==> config.mk <==
export PLATFORM = sky130hd
export DESIGN_NAME = omega_router
export DESIGN_NICKNAME = d
export VERILOG_FILES = /design/src/rtl/omega_pkg.sv /design/src/rtl/omega_switch.sv /design/src/rtl/omega_stage.sv /design/src/rtl/omega_occupancy.sv /design/src/rtl/omega_src_fsm.sv /design/src/rtl/omega_router.sv
export SDC_FILE = /design/constraint.sdc
export NUM_CORES = 1
export LEC_CHECK = 0
export CAP_MARGIN = 40
export CORE_ASPECT_RATIO = 2
export CORE_UTILIZATION = 53
export DETAILED_ROUTE_END_ITERATION = 10
export GPL_TIMING_DRIVEN = 0
export PLACE_DENSITY = 0.84
export SYNTH_ARGS = -nofsm -noshare
export SYNTH_HDL_FRONTEND = slang
export SYNTH_SLANG_ARGS = --single-unit
==> constraint.sdc <==
create_clock -name clk -period 4.7 [get_ports clk]
set_clock_uncertainty 0.1 [all_clocks]
set_input_delay 0.94 -clock clk [delete_from_list [all_inputs] [get_ports clk]]
set_output_delay 0.94 -clock clk [all_outputs]
set_load 0.03 [all_outputs]
==> src/rtl/omega_pkg.sv <==
`timescale 1ns/1ps
package omega_pkg;

    typedef enum logic [1:0] {
        ST_IDLE   = 2'd0,
        ST_HOLD   = 2'd1,
        ST_DENIED = 2'd2
    } src_state_e;

    // Perfect shuffle: rotate a w-bit line index left by one.
    function automatic int shuffle_line(input int v, input int w);
        int mask;
        mask = (1 << w) - 1;
        return ((v << 1) | (v >> (w - 1))) & mask;
    endfunction

    // Line occupied after stage k (0-based) by the path from s to d.
    function automatic int path_line(input int s, input int d, input int k, input int w);
        int mask;
        mask = (1 << w) - 1;
        return ((s << (k + 1)) & mask) | (d >> (w - 1 - k));
    endfunction

endpackage

==> src/rtl/omega_switch.sv <==
`timescale 1ns/1ps
module omega_switch (
    input  logic       up_vld,
    input  logic       up_bit,
    input  logic       lo_vld,
    input  logic       lo_bit,
    input  logic [1:0] busy,
    output logic [1:0] take_up,
    output logic [1:0] take_lo
);
    logic [1:0] want_up;
    logic [1:0] want_lo;

    always_comb begin
        want_up[0] = up_vld && !up_bit;
        want_up[1] = up_vld &&  up_bit;
        want_lo[0] = lo_vld && !lo_bit;
        want_lo[1] = lo_vld &&  lo_bit;
        // Locked paths own their ports; upper input wins a tie.
        take_up = want_up & ~busy;
        take_lo = want_lo & ~busy & ~want_up;
    end
endmodule

==> src/rtl/omega_stage.sv <==
`timescale 1ns/1ps
module omega_stage #(
    parameter int L = 3,
    parameter int K = 0
) (
    input  logic [(1<<L)-1:0]     in_vld,
    input  logic [(1<<L)*L-1:0]   in_src,
    input  logic [(1<<L)*L-1:0]   in_tag,
    input  logic [(1<<L)-1:0]     busy,
    output logic [(1<<L)-1:0]     out_vld,
    output logic [(1<<L)*L-1:0]   out_src,
    output logic [(1<<L)*L-1:0]   out_tag
);
    import omega_pkg::*;
    localparam int N    = 1 << L;
    localparam int SW   = N / 2;
    localparam int TBIT = L - 1 - K;

    logic [N-1:0]   sh_vld;
    logic [N*L-1:0] sh_src;
    logic [N*L-1:0] sh_tag;

    for (genvar i = 0; i < N; i++) begin : g_shuffle
        localparam int J = shuffle_line(i, L);
        assign sh_vld[J]         = in_vld[i];
        assign sh_src[J*L +: L]  = in_src[i*L +: L];
        assign sh_tag[J*L +: L]  = in_tag[i*L +: L];
    end

    for (genvar w = 0; w < SW; w++) begin : g_sw
        logic [1:0] take_up;
        logic [1:0] take_lo;

        omega_switch u_sw (
            .up_vld  (sh_vld[2*w]),
            .up_bit  (sh_tag[(2*w)*L + TBIT]),
            .lo_vld  (sh_vld[2*w+1]),
            .lo_bit  (sh_tag[(2*w+1)*L + TBIT]),
            .busy    (busy[2*w +: 2]),
            .take_up (take_up),
            .take_lo (take_lo)
        );

        for (genvar o = 0; o < 2; o++) begin : g_out
            assign out_vld[2*w+o] = take_up[o] | take_lo[o];
            assign out_src[(2*w+o)*L +: L] = take_lo[o] ? sh_src[(2*w+1)*L +: L]
                                                        : sh_src[(2*w)*L +: L];
            assign out_tag[(2*w+o)*L +: L] = take_lo[o] ? sh_tag[(2*w+1)*L +: L]
                                                        : sh_tag[(2*w)*L +: L];
        end
    end
endmodule

==> src/rtl/omega_occupancy.sv <==
`timescale 1ns/1ps
module omega_occupancy #(
    parameter int L = 3
) (
    input  logic [(1<<L)-1:0]     hold,
    input  logic [(1<<L)*L-1:0]   held_dest,
    output logic [L*(1<<L)-1:0]   busy
);
    import omega_pkg::*;
    localparam int N = 1 << L;

    always_comb begin
        busy = '0;
        for (int k = 0; k < L; k++) begin
            for (int ln = 0; ln < N; ln++) begin
                for (int s = 0; s < N; s++) begin
                    if (hold[s] && path_line(s, int'(held_dest[s*L +: L]), k, L) == ln)
                        busy[k*N + ln] = 1'b1;
                end
            end
        end
    end
endmodule

==> src/rtl/omega_src_fsm.sv <==
`timescale 1ns/1ps
module omega_src_fsm #(
    parameter int L = 3
) (
    input  logic         clk,
    input  logic         rst_n,
    input  logic         req_valid,
    input  logic [L-1:0] req_dest,
    input  logic         win,
    output logic         trying,
    output logic         hold,
    output logic         denied,
    output logic [L-1:0] held_dest
);
    import omega_pkg::*;

    src_state_e state;
    src_state_e nxt;

    always_ff @(posedge clk or negedge rst_n) begin
        if (!rst_n) state <= ST_IDLE;
        else        state <= nxt;
    end

    always_ff @(posedge clk or negedge rst_n) begin
        if (!rst_n)
            held_dest <= '0;
        else if (state == ST_IDLE && req_valid && win)
            held_dest <= req_dest;
    end

    always_comb begin
        nxt = state;
        unique case (state)
            ST_IDLE:   if (req_valid) nxt = win ? ST_HOLD : ST_DENIED;
            ST_HOLD:   if (!req_valid) nxt = ST_IDLE;
            ST_DENIED: if (!req_valid) nxt = ST_IDLE;
            default:   nxt = ST_IDLE;
        endcase
    end

    always_comb begin
        trying = 1'b0;
        hold   = 1'b0;
        denied = 1'b0;
        unique case (state)
            ST_IDLE:   trying = req_valid;
            ST_HOLD:   hold   = 1'b1;
            ST_DENIED: denied = 1'b1;
            default:   ;
        endcase
    end
endmodule

==> src/rtl/omega_router.sv <==
`timescale 1ns/1ps
module omega_router #(
    parameter int LOG2N = 3,
    parameter int DW    = 8
) (
    input  logic                      clk,
    input  logic                      rst_n,
    input  logic [(1<<LOG2N)-1:0]       req_valid,
    input  logic [(1<<LOG2N)*LOG2N-1:0] req_dest,
    input  logic [(1<<LOG2N)*DW-1:0]    req_data,
    output logic [(1<<LOG2N)-1:0]       src_granted,
    output logic [(1<<LOG2N)-1:0]       src_blocked,
    output logic [(1<<LOG2N)-1:0]       dst_valid,
    output logic [(1<<LOG2N)*LOG2N-1:0] dst_src,
    output logic [(1<<LOG2N)*DW-1:0]    dst_data
);
    localparam int L = LOG2N;
    localparam int N = 1 << L;

    logic [N-1:0]   trying;
    logic [N-1:0]   hold;
    logic [N-1:0]   denied;
    logic [N-1:0]   win;
    logic [N*L-1:0] held_dest;
    logic [L*N-1:0] busy;

    logic [N-1:0]   ln_vld [L+1];
    logic [N*L-1:0] ln_src [L+1];
    logic [N*L-1:0] ln_tag [L+1];

    for (genvar s = 0; s < N; s++) begin : g_src
        omega_src_fsm #(.L(L)) u_fsm (
            .clk       (clk),
            .rst_n     (rst_n),
            .req_valid (req_valid[s]),
            .req_dest  (req_dest[s*L +: L]),
            .win       (win[s]),
            .trying    (trying[s]),
            .hold      (hold[s]),
            .denied    (denied[s]),
            .held_dest (held_dest[s*L +: L])
        );
        assign ln_src[0][s*L +: L] = L'(s);
    end

    assign ln_vld[0] = trying;
    assign ln_tag[0] = req_dest;

    omega_occupancy #(.L(L)) u_occ (
        .hold      (hold),
        .held_dest (held_dest),
        .busy      (busy)
    );

    for (genvar k = 0; k < L; k++) begin : g_stage
        omega_stage #(.L(L), .K(k)) u_stg (
            .in_vld  (ln_vld[k]),
            .in_src  (ln_src[k]),
            .in_tag  (ln_tag[k]),
            .busy    (busy[k*N +: N]),
            .out_vld (ln_vld[k+1]),
            .out_src (ln_src[k+1]),
            .out_tag (ln_tag[k+1])
        );
    end

    // A source wins setup when its request reaches its destination line.
    always_comb begin
        win = '0;
        for (int s = 0; s < N; s++) begin
            for (int d = 0; d < N; d++) begin
                if (ln_vld[L][d] && ln_src[L][d*L +: L] == L'(s)
                                 && ln_tag[L][d*L +: L] == L'(d))
                    win[s] = 1'b1;
            end
        end
    end

    // Data path over locked connections.
    always_comb begin
        dst_valid = '0;
        dst_src   = '0;
        dst_data  = '0;
        for (int d = 0; d < N; d++) begin
            for (int s = 0; s < N; s++) begin
                if (hold[s] && held_dest[s*L +: L] == L'(d)) begin
                    dst_valid[d]          = 1'b1;
                    dst_src[d*L +: L]     = L'(s);
                    dst_data[d*DW +: DW]  = req_data[s*DW +: DW];
                end
            end
        end
    end

    assign src_granted = hold;
    assign src_blocked = denied;
endmodule

-- Word-level counts from Yosys, hierarchy flattened
Index checks and enable logic that the tools add are counted.
- flip-flop bits (word level): 40
- bits of input ports: 98
- logic and storage cells: 1282
- equal/unequal tests: 231
- muxes and demuxes: 474
- bitwise gates (word level): 90
- reduce and logical (&&, ||, !) cells: 471
- operators with widths (cell ; count):
    zero test 32 bit ; 24
    2-to-1 mux 8 bit ; 64
    logical AND 1 bit ; 378
    == test 3 bit (second input constant) ; 100
    2-to-1 mux 3 bit ; 96
    2-to-1 mux 1 bit ; 282
    == test 3 x 2 -> 1 bit (second input constant) ; 50
    == test 3 x 1 -> 1 bit (second input constant) ; 25
    bitwise AND 2 bit ; 36
    zero test 3 bit ; 17
    == test 2 bit (second input constant) ; 24
    2-to-1 mux 2 bit ; 24
    inverter 2 bit ; 24
    == test 2 x 1 -> 1 bit (second input constant) ; 16
    inequality test 2 bit (second input constant) ; 16
    one-hot mux 2 bit (2 select lines) ; 8
    zero test 1 bit ; 24
    zero test 2 bit ; 12
    OR 1 bit ; 24
    AND reduction 2 bit ; 8
    OR reduction 2 bit ; 8
    inverter 1 bit ; 6

-- Depth between registers and ports, before layout
Gate-level depths: netlist of run 1.
- word-level depth: 39
- mapped depth: 14
- gate-level depth less buffers: 12

-- Hierarchy
Synthesis of run 1 repeated with hierarchy kept, for this count alone.
- cells, all modules: 1621
- area, all modules: 12485.7 µm²
- by module, submodules not included (module ; times used ; cells an instance ; area an instance (µm²)):
    omega_router ; 1 ; 1038 ; 6218.5
    omega_stage ; 3 ; 64 ; 860.8
    omega_src_fsm ; 8 ; 22 ; 270.3
    omega_occupancy ; 1 ; 143 ; 892.1
    omega_switch ; 12 ; 6 ; 52.6

-- Worst setup path before layout of run 1
No wires, ideal clock.
- path kind: register to output
- from: reg g_src[1].u_fsm.state[1]
- to: out dst_data[24]
- data arrival time: 3.146 ns
- setup slack: 0.514 ns
- stages on the path, launching flop included: 13
- path buffers: 1
- cell sequence: dfrtp_1 inv_1 ha_1 nor2b_1 and3_1 clkbuf_1 nor3b_1 a221oi_1 o311ai_0 o211ai_1 nand3_1 o21ai_0 o21ai_0
- longest elaborated chain between the ends: 10
- RTL lines (element ; RTL line ; source):
    start, declared ; omega_src_fsm.sv:17 ; src_state_e state;
    start signal, assigned ; omega_src_fsm.sv:22 ; else state <= nxt;
    == test 2 x 1 -> 1 bit ; omega_src_fsm.sv:46 ; unique case (state)
    2-to-1 mux 1 bit ; omega_src_fsm.sv:46 ;
    net g_src[1].u_fsm.hold ; omega_src_fsm.sv:11 ; output logic hold,
    logical AND 1 bit ; omega_router.sv:86 ; if (hold[s] && held_dest[s*L +: L] == L'(d)) begin
    2-to-1 mux 8 bit (7 in series) ; omega_router.sv:86 ;
    end, declared ; omega_router.sv:15 ; output logic [(1<<LOG2N)*DW-1:0] dst_data
The timed path passes the listed nets, and every way through them passes these cells.

-- Worst setup path in the final report of run 1
- from: reg g_src[1].u_fsm.held_dest[0]
- to: out dst_data[10]
- longest elaborated chain between the ends: 9
- RTL lines (element ; RTL line ; source):
    start, declared ; omega_src_fsm.sv:13 ; output logic [L-1:0] held_dest
    start signal, assigned ; omega_src_fsm.sv:29 ; held_dest <= req_dest;
    == test 3 x 1 -> 1 bit ; omega_router.sv:86 ;
    logical AND 1 bit ; omega_router.sv:86 ;
    2-to-1 mux 8 bit (7 in series) ; omega_router.sv:86 ;
Every way passes these cells.

==> results of run 1 <==
power groups by stage:
stage               combinational [µW]  sequential (µW)  clock, µW
global placement                  4510              630          0
global route                      5050              691        377
CTS                               4610              642        365
detailed placement                4580              643          0
finish                            4800              677        373
floorplan                         3080              599          0
per-stage QoR:
step	worst slack, ns	util
final	-0.00837	0.678
after global routing	-0.0937	0.678
after CTS	-0.00152	0.665
after detailed placement	-0.361	0.650
after global placement	-0.368	0.647
after floorplan	0.514	-
critical path: cells and delay by family, from the launching register on:
family / cells / cell delay [ns]
AND/OR/NAND/NOR: 2 / 0.66
AO/OA/AOI/OAI: 5 / 0.77
buffers and inverters: 3 / 1.29
flip-flops: 1 / 0.62
cell families (layout without fill, tap and decap cells):
logic type	after synthesis	in the layout	share of synthesized area
AND/OR/NAND/NOR	522	523	0.297
adder cells (fa/ha/maj)	24	24	0.0318
buffers and inverters	207	381	0.0959
flip-flops	40	40	0.106
multiplexers	93	93	0.104
AO/OA/AOI/OAI	510	510	0.366
area by class of cell:
cell class | instances | area [µm²] | share of cell area
Sequential cell | 40 | 1000 | 0.0851
Timing Repair Buffer | 172 | 1680 | 0.143
Clock buffer | 6 | 139 | 0.0118
Clock inverter | 2 | 10.0 | 0.000851
Buffer | 163 | 764 | 0.0650
Multi-Input combinational cell | 1150 | 7770 | 0.660
Inverter | 38 | 143 | 0.0121
Tap cell | 210 | 263 | 0.0223
worst max-delay path by stage:
stage | start | to | slack, ns | cells past startpoint
after global placement | g_src[1].u_fsm.state[1] | dst_data[31] | -0.37 | 13
after CTS | g_src[1].u_fsm.state[1] | dst_data[27] | -0.002 | 11
after global routing | g_src[0].u_fsm.held_dest[0] | dst_data[10] | -0.09 | 10
after detailed placement | g_src[1].u_fsm.state[1] | dst_data[27] | -0.36 | 13
after floorplan | g_src[1].u_fsm.state[1] | dst_data[24] | 0.51 | 12
final | g_src[1].u_fsm.held_dest[0] | dst_data[10] | -0.008 | 10
state kept, by name (all words and copies together), names as in the netlist:
| register | cells |
|---|---|
| g_src.u_fsm.held_dest | 24 |
| g_src.u_fsm.state | 16 |
layout by cell type, fill, tap and decap left out, drive strengths merged, types with 17 or more instances in the layout:
master and n:
a211oi 40, a21oi 134, a221oi 28, a22oi 38, buf 102, clkbuf 101, clkdlybuf4s50 98, dfrtp 40
dlymetal6s2s 30, ha 24, inv 38, mux2 27, mux2i 66, nand2 135, nand2b 28, nand3 34
nand3b 23, nand4 17, nor2 125, nor3 51, o211ai 22, o21ai 91, o22ai 43, o31ai 25
layer usage:
layer,part of all wire,GRT usage
met1,0.31,0.558
met2,0.46,0.824
met3,0.10,0.267
met4,0.12,0.588
met5,0.00088,0.0417
repair_timing:
item / in CTS / in global routing
cloned: 0 / 1
endpoints found under the setup margin: 61 / 67
hold endpoints to repair: 0 / 0
pin swaps: 0 / 2
buffers inserted: 2 / 7
resized for setup: 54 / 101
==> results.yml, run 1 <==
floorplanning:
  core-area_um2: 17400
  die_x_um: 96.5
  die-area_um2: 18400
  placement_rows: 68
  ioPinCount: 210
  die_h_um: 191
  start_util: 0.545
sta:
  worst_hold_slack_ns: 0.343
  tightest_slew_ns: 1.01
  hold_viol: 0
  finalWorstPathRequiredPeriod_ns: 4.71
  finalSetupViolCount: 1
  fin_setup_tns_ns: -0.00837
  fmax_ghz: 0.212
  slew_violations: 0
  max_slew_margin: 0.322
  rsz0062_at_grt: "true"
  period_share: 1.00
  timing.final.ws_setup_ns: -0.00837
placed_design:
  dp.cells: 1765
  hpwl_mm: 37.0
  placed_area_um2: 11300
  portBuffers: 150
  place.gp.congestion: 1.06
critical_path:
  rr_endpoint: "g_src[3].u_fsm.held_dest[1]"
  startpoint_type: "register"
  crit_path_end_kind: "primary output"
  r2r_slack_ns: 0.47
  worstReg2RegStart: "g_src[7].u_fsm.held_dest[2]"
  critPathKind: "reg -> out"
  arrival_ns: 3.67
  worstPathRequired_ns: 3.66
  cp_max_fo: 10
  worst_r2r_path_depth: 10
  max_stage_delay_ns: 0.70
  cpMaxStageDelayCell: "clkdlybuf4s50_1"
  cp_cell_sequence: "inv_1, nor3_4, clkbuf_2, a222oi_1, nor3_1, a21oi_1, o211ai_1, o21ai_0, a21oi_1, clkdlybuf4s50_1"
  critPathMostFrequentCell: "a21oi_1"
status:
  violations: "design-rule violations, negative setup slack"
  status: "complete, but fails checks"
layout:
  nets: 1692
  drive_gt1_frac: 0.127
  stdcell_count: 1781
  fin_area_um2: 11800
  antenna_cells: 0
  nFillCells: 1565
  area_growth_pct: 24.4
power_and_ir_drop:
  pwr-share-clk: 0.064
  power_uw: 5850
  pwr-share-seq: 0.116
  p_leak_uw: 0.00515
  comb_power_share: 0.820
  p_sw_uw: 3350
  swShare: 0.573
  vdd_ir_drop_max_mv: 0.476
  p_int_uw: 2500
  powerDensity_nw_per_um2: 497
yosys:
  synth.largest_area_cell: "dfrtp_1"
  syn_avg_cell_area_um2: 6.77
  synth.most_common_cell: "nand2_1"
  ys_top_cells_by_count: "nand2_1, a21oi_1, nor2_1"
  synth_edf_count: 0
  ys.warnings.count: 0
  yosys-top-cells-area: "dfrtp_1, a21oi_1, mux2i_1"
  async_flop_share: 1.00
  synth_top_area_frac: 0.106
  synth-seq-area-share: 0.106
  ys_ff_latch: 40
  synth_cell_types: 93
  syn-num-nets: 1518
  synthCells: 1396
  synthesis.area_um2: 9460
  synth_top_flop_cell: "dfrtp_1"
route:
  ant_nets: 0
  num_vias: 13000
  drc: 10
  viasPerCell: 7.28
  dr.pass1.iters: 11
  wl_per_cell_um: 27.5
  wirelength_mm: 49.0
  drt_iter0_drc: 1864
cts:
  insertion_delay_ns: 0.31
  clock_sinks: 40
  clk_pin_slew_ns: 0.06
  cts_hold_buf: 0
  cts_buffer_depth: 2
  htree_levels: 2
  cts_tree: "yes"
  root_buffer: "clkbuf_16"
  cts_buffers: 5
grt:
  grt_max_degree: 37
  grt_first_pass_wirelength_mm: 76.9
  overflow: 0
  grt_antenna_before_repair: 1
  grt_pass1_vias: 12800
  grt_use_total: 0.569
min_path:
  min_path_type: "in -> async"
job:
  maxCapViolations: 0
No activity file was read; power rests on OpenSTA's default activity.
==> run 2: changes to the inputs <==
--- a/config.mk
+++ b/config.mk
@@ -10,7 +10,9 @@
 export CORE_UTILIZATION = 53
 export DETAILED_ROUTE_END_ITERATION = 10
 export GPL_TIMING_DRIVEN = 0
-export PLACE_DENSITY = 0.84
+export HOLD_SLACK_MARGIN = 0.12
+export PLACE_DENSITY = 0.83
+export SKIP_LAST_GASP = 1
 export SYNTH_ARGS = -nofsm -noshare
 export SYNTH_HDL_FRONTEND = slang
 export SYNTH_SLANG_ARGS = --single-unit
==> results.yml, run 2 (synthesized netlist as in run 1, its figures left out) <==
status:
  status: "complete, but fails checks"
  violations: "negative setup slack"
sta:
  tightest_slew_ns: 0.931
  slew_violations: 0
  rsz0062_at_grt: "true"
  fmax_ghz: 0.208
  timing.final.ws_setup_ns: -0.101
  finalWorstPathRequiredPeriod_ns: 4.80
  finalSetupViolCount: 3
  max_slew_margin: 0.378
  period_share: 1.02
  hold_viol: 0
critical_path:
  rr_endpoint: "g_src[0].u_fsm.held_dest[1]"
  worstReg2RegStart: "g_src[4].u_fsm.state[1]"
  worst_r2r_path_depth: 15
  startpoint_type: "register"
  cp_max_fo: 10
  critPathKind: "reg -> out"
  crit_path_end_kind: "primary output"
  r2r_slack_ns: 0.55
  worstPathRequired_ns: 3.66
  arrival_ns: 3.76
grt:
  grt_pass1_vias: 12200
  grt_first_pass_wirelength_mm: 73.4
  grt-busiest-layer: "met2"
  overflow: 0
  grt_use_met2: 0.810
  grt_max_degree: 34
  grt_antenna_before_repair: 1
  use_met1: 0.523
  grt_use_total: 0.549
  grtUsageMet3: 0.251
layout:
  stdcell_count: 1786
  area_growth_pct: 25.4
  largest_reg_flops: 24
  largest-register: "g_src.u_fsm.held_dest"
  drive_gt1_frac: 0.111
  nets: 1695
  fin_util: 0.683
  layout_common_cells: "nand2_1, a21oi_1, nor2_1"
  largestRegisters: "g_src.u_fsm.held_dest: 24 flops, g_src.u_fsm.state: 16 flops"
  final_common_cell: "nand2_1"
cts:
  cts_tree: "yes"
  cts_hold_buf: 0
  clk_pin_slew_ns: 0.06
  cts_buffers: 5
  htree_levels: 2
  insertion_delay_ns: 0.30
  root_buffer: "clkbuf_16"
  cts_buffer_depth: 2
  clock_sinks: 40
route:
  drt_iter0_drc: 1688
  ant_nets: 0
  drc: 0
  viasPerCell: 7.22
  num_vias: 12900
  wirelength_mm: 48.5
  dr.pass1.iters: 6
  wl_per_cell_um: 27.1
placed_design:
  dp.cells: 1765
  place.gp.congestion: 1.05
  portBuffers: 150
  pre_cts_ws_ns: -0.358
  hpwl_mm: 37.0
power_and_ir_drop:
  powerDensity_nw_per_um2: 491
  vdd_ir_drop_max_mv: 0.469
  p_leak_uw: 0.00548
floorplanning:
  ioPinCount: 210
  die-area_um2: 18400
  placement_rows: 68
  die_x_um: 96.5
  core-area_um2: 17400
  die_h_um: 191
  start_util: 0.545
job:
  maxCapViolations: 0
min_path:
  min_path_type: "in -> async"
==> run 2: worst max-delay path by stage <==
stage | start | to | cells after the start
2_1_floorplan | g_src[1].u_fsm.state[1] | dst_data[24] | 12
3_3_place_gp | g_src[1].u_fsm.state[1] | dst_data[31] | 13
3_5_place_dp | g_src[1].u_fsm.state[1] | dst_data[31] | 13
4_1_cts | g_src[2].u_fsm.state[1] | dst_data[1] | 12
5_1_grt | g_src[1].u_fsm.state[1] | dst_data[10] | 12
6_report | g_src[0].u_fsm.held_dest[0] | dst_data[10] | 10
==> run 2: repair_timing <==
item / 4_1_cts / 5_1_grt
pin swaps: 1 / 2
resized for setup: 38 / 79
setup buffers: 0 / 8
endpoints found under the setup margin: 53 / 67
==> run 2: report_power, final <==
part / internal, µW / switching [µW]
Sequential: 505 / 167
Combinational: 1820 / 2970
Clock: 213 / 157
Total: 2530 / 3290
==> run 2: layout make-up <==
cell class,instances,area (µm²)
Multi-Input combinational cell,1149,7720
Fill cell,1499,5490
Timing Repair Buffer,174,1810
Sequential cell,40,1000
Buffer,165,766
Tap cell,210,263
Clock buffer,8,146
Inverter,38,143
Antenna cell,2,5.00
==> run 2: through the flow <==
stage | total power [µW] | cell area [µm²] | hold WS [ns] | setup TNS (ns)
global route | 6100 | 11900 | 0.398 | -0.790
finish | 5820 | 11900 | 0.382 | -0.138
CTS | 5620 | 11500 | 0.394 | 0
floorplan | 3680 | 9460 | 0.366 | 0
global placement | 5120 | 11200 | 0.386 | -5.19
detailed placement | 5200 | 11300 | 0.398 | -3.84
==> run 2: worst max-delay path: stages (launching register included) <==
cell and delay (ns):
dfrtp_1 0.49, clkbuf_1 0.68, nand2_1 0.30, nor2_4 0.28, a222oi_1 0.10, nor3_1 0.21
a21oi_1 0.06, o211ai_1 0.22, o21ai_0 0.17, a21oi_1 0.24, clkdlybuf4s50_1 0.71
==> run 2: per-layer routing <==
layer / wire [µm] / up-vias
met1: 14500 / 5814
met3: 5040 / 401
met5: 11 / -
met2: 22600 / 1055
li1: - / 5625
met4: 6240 / 2
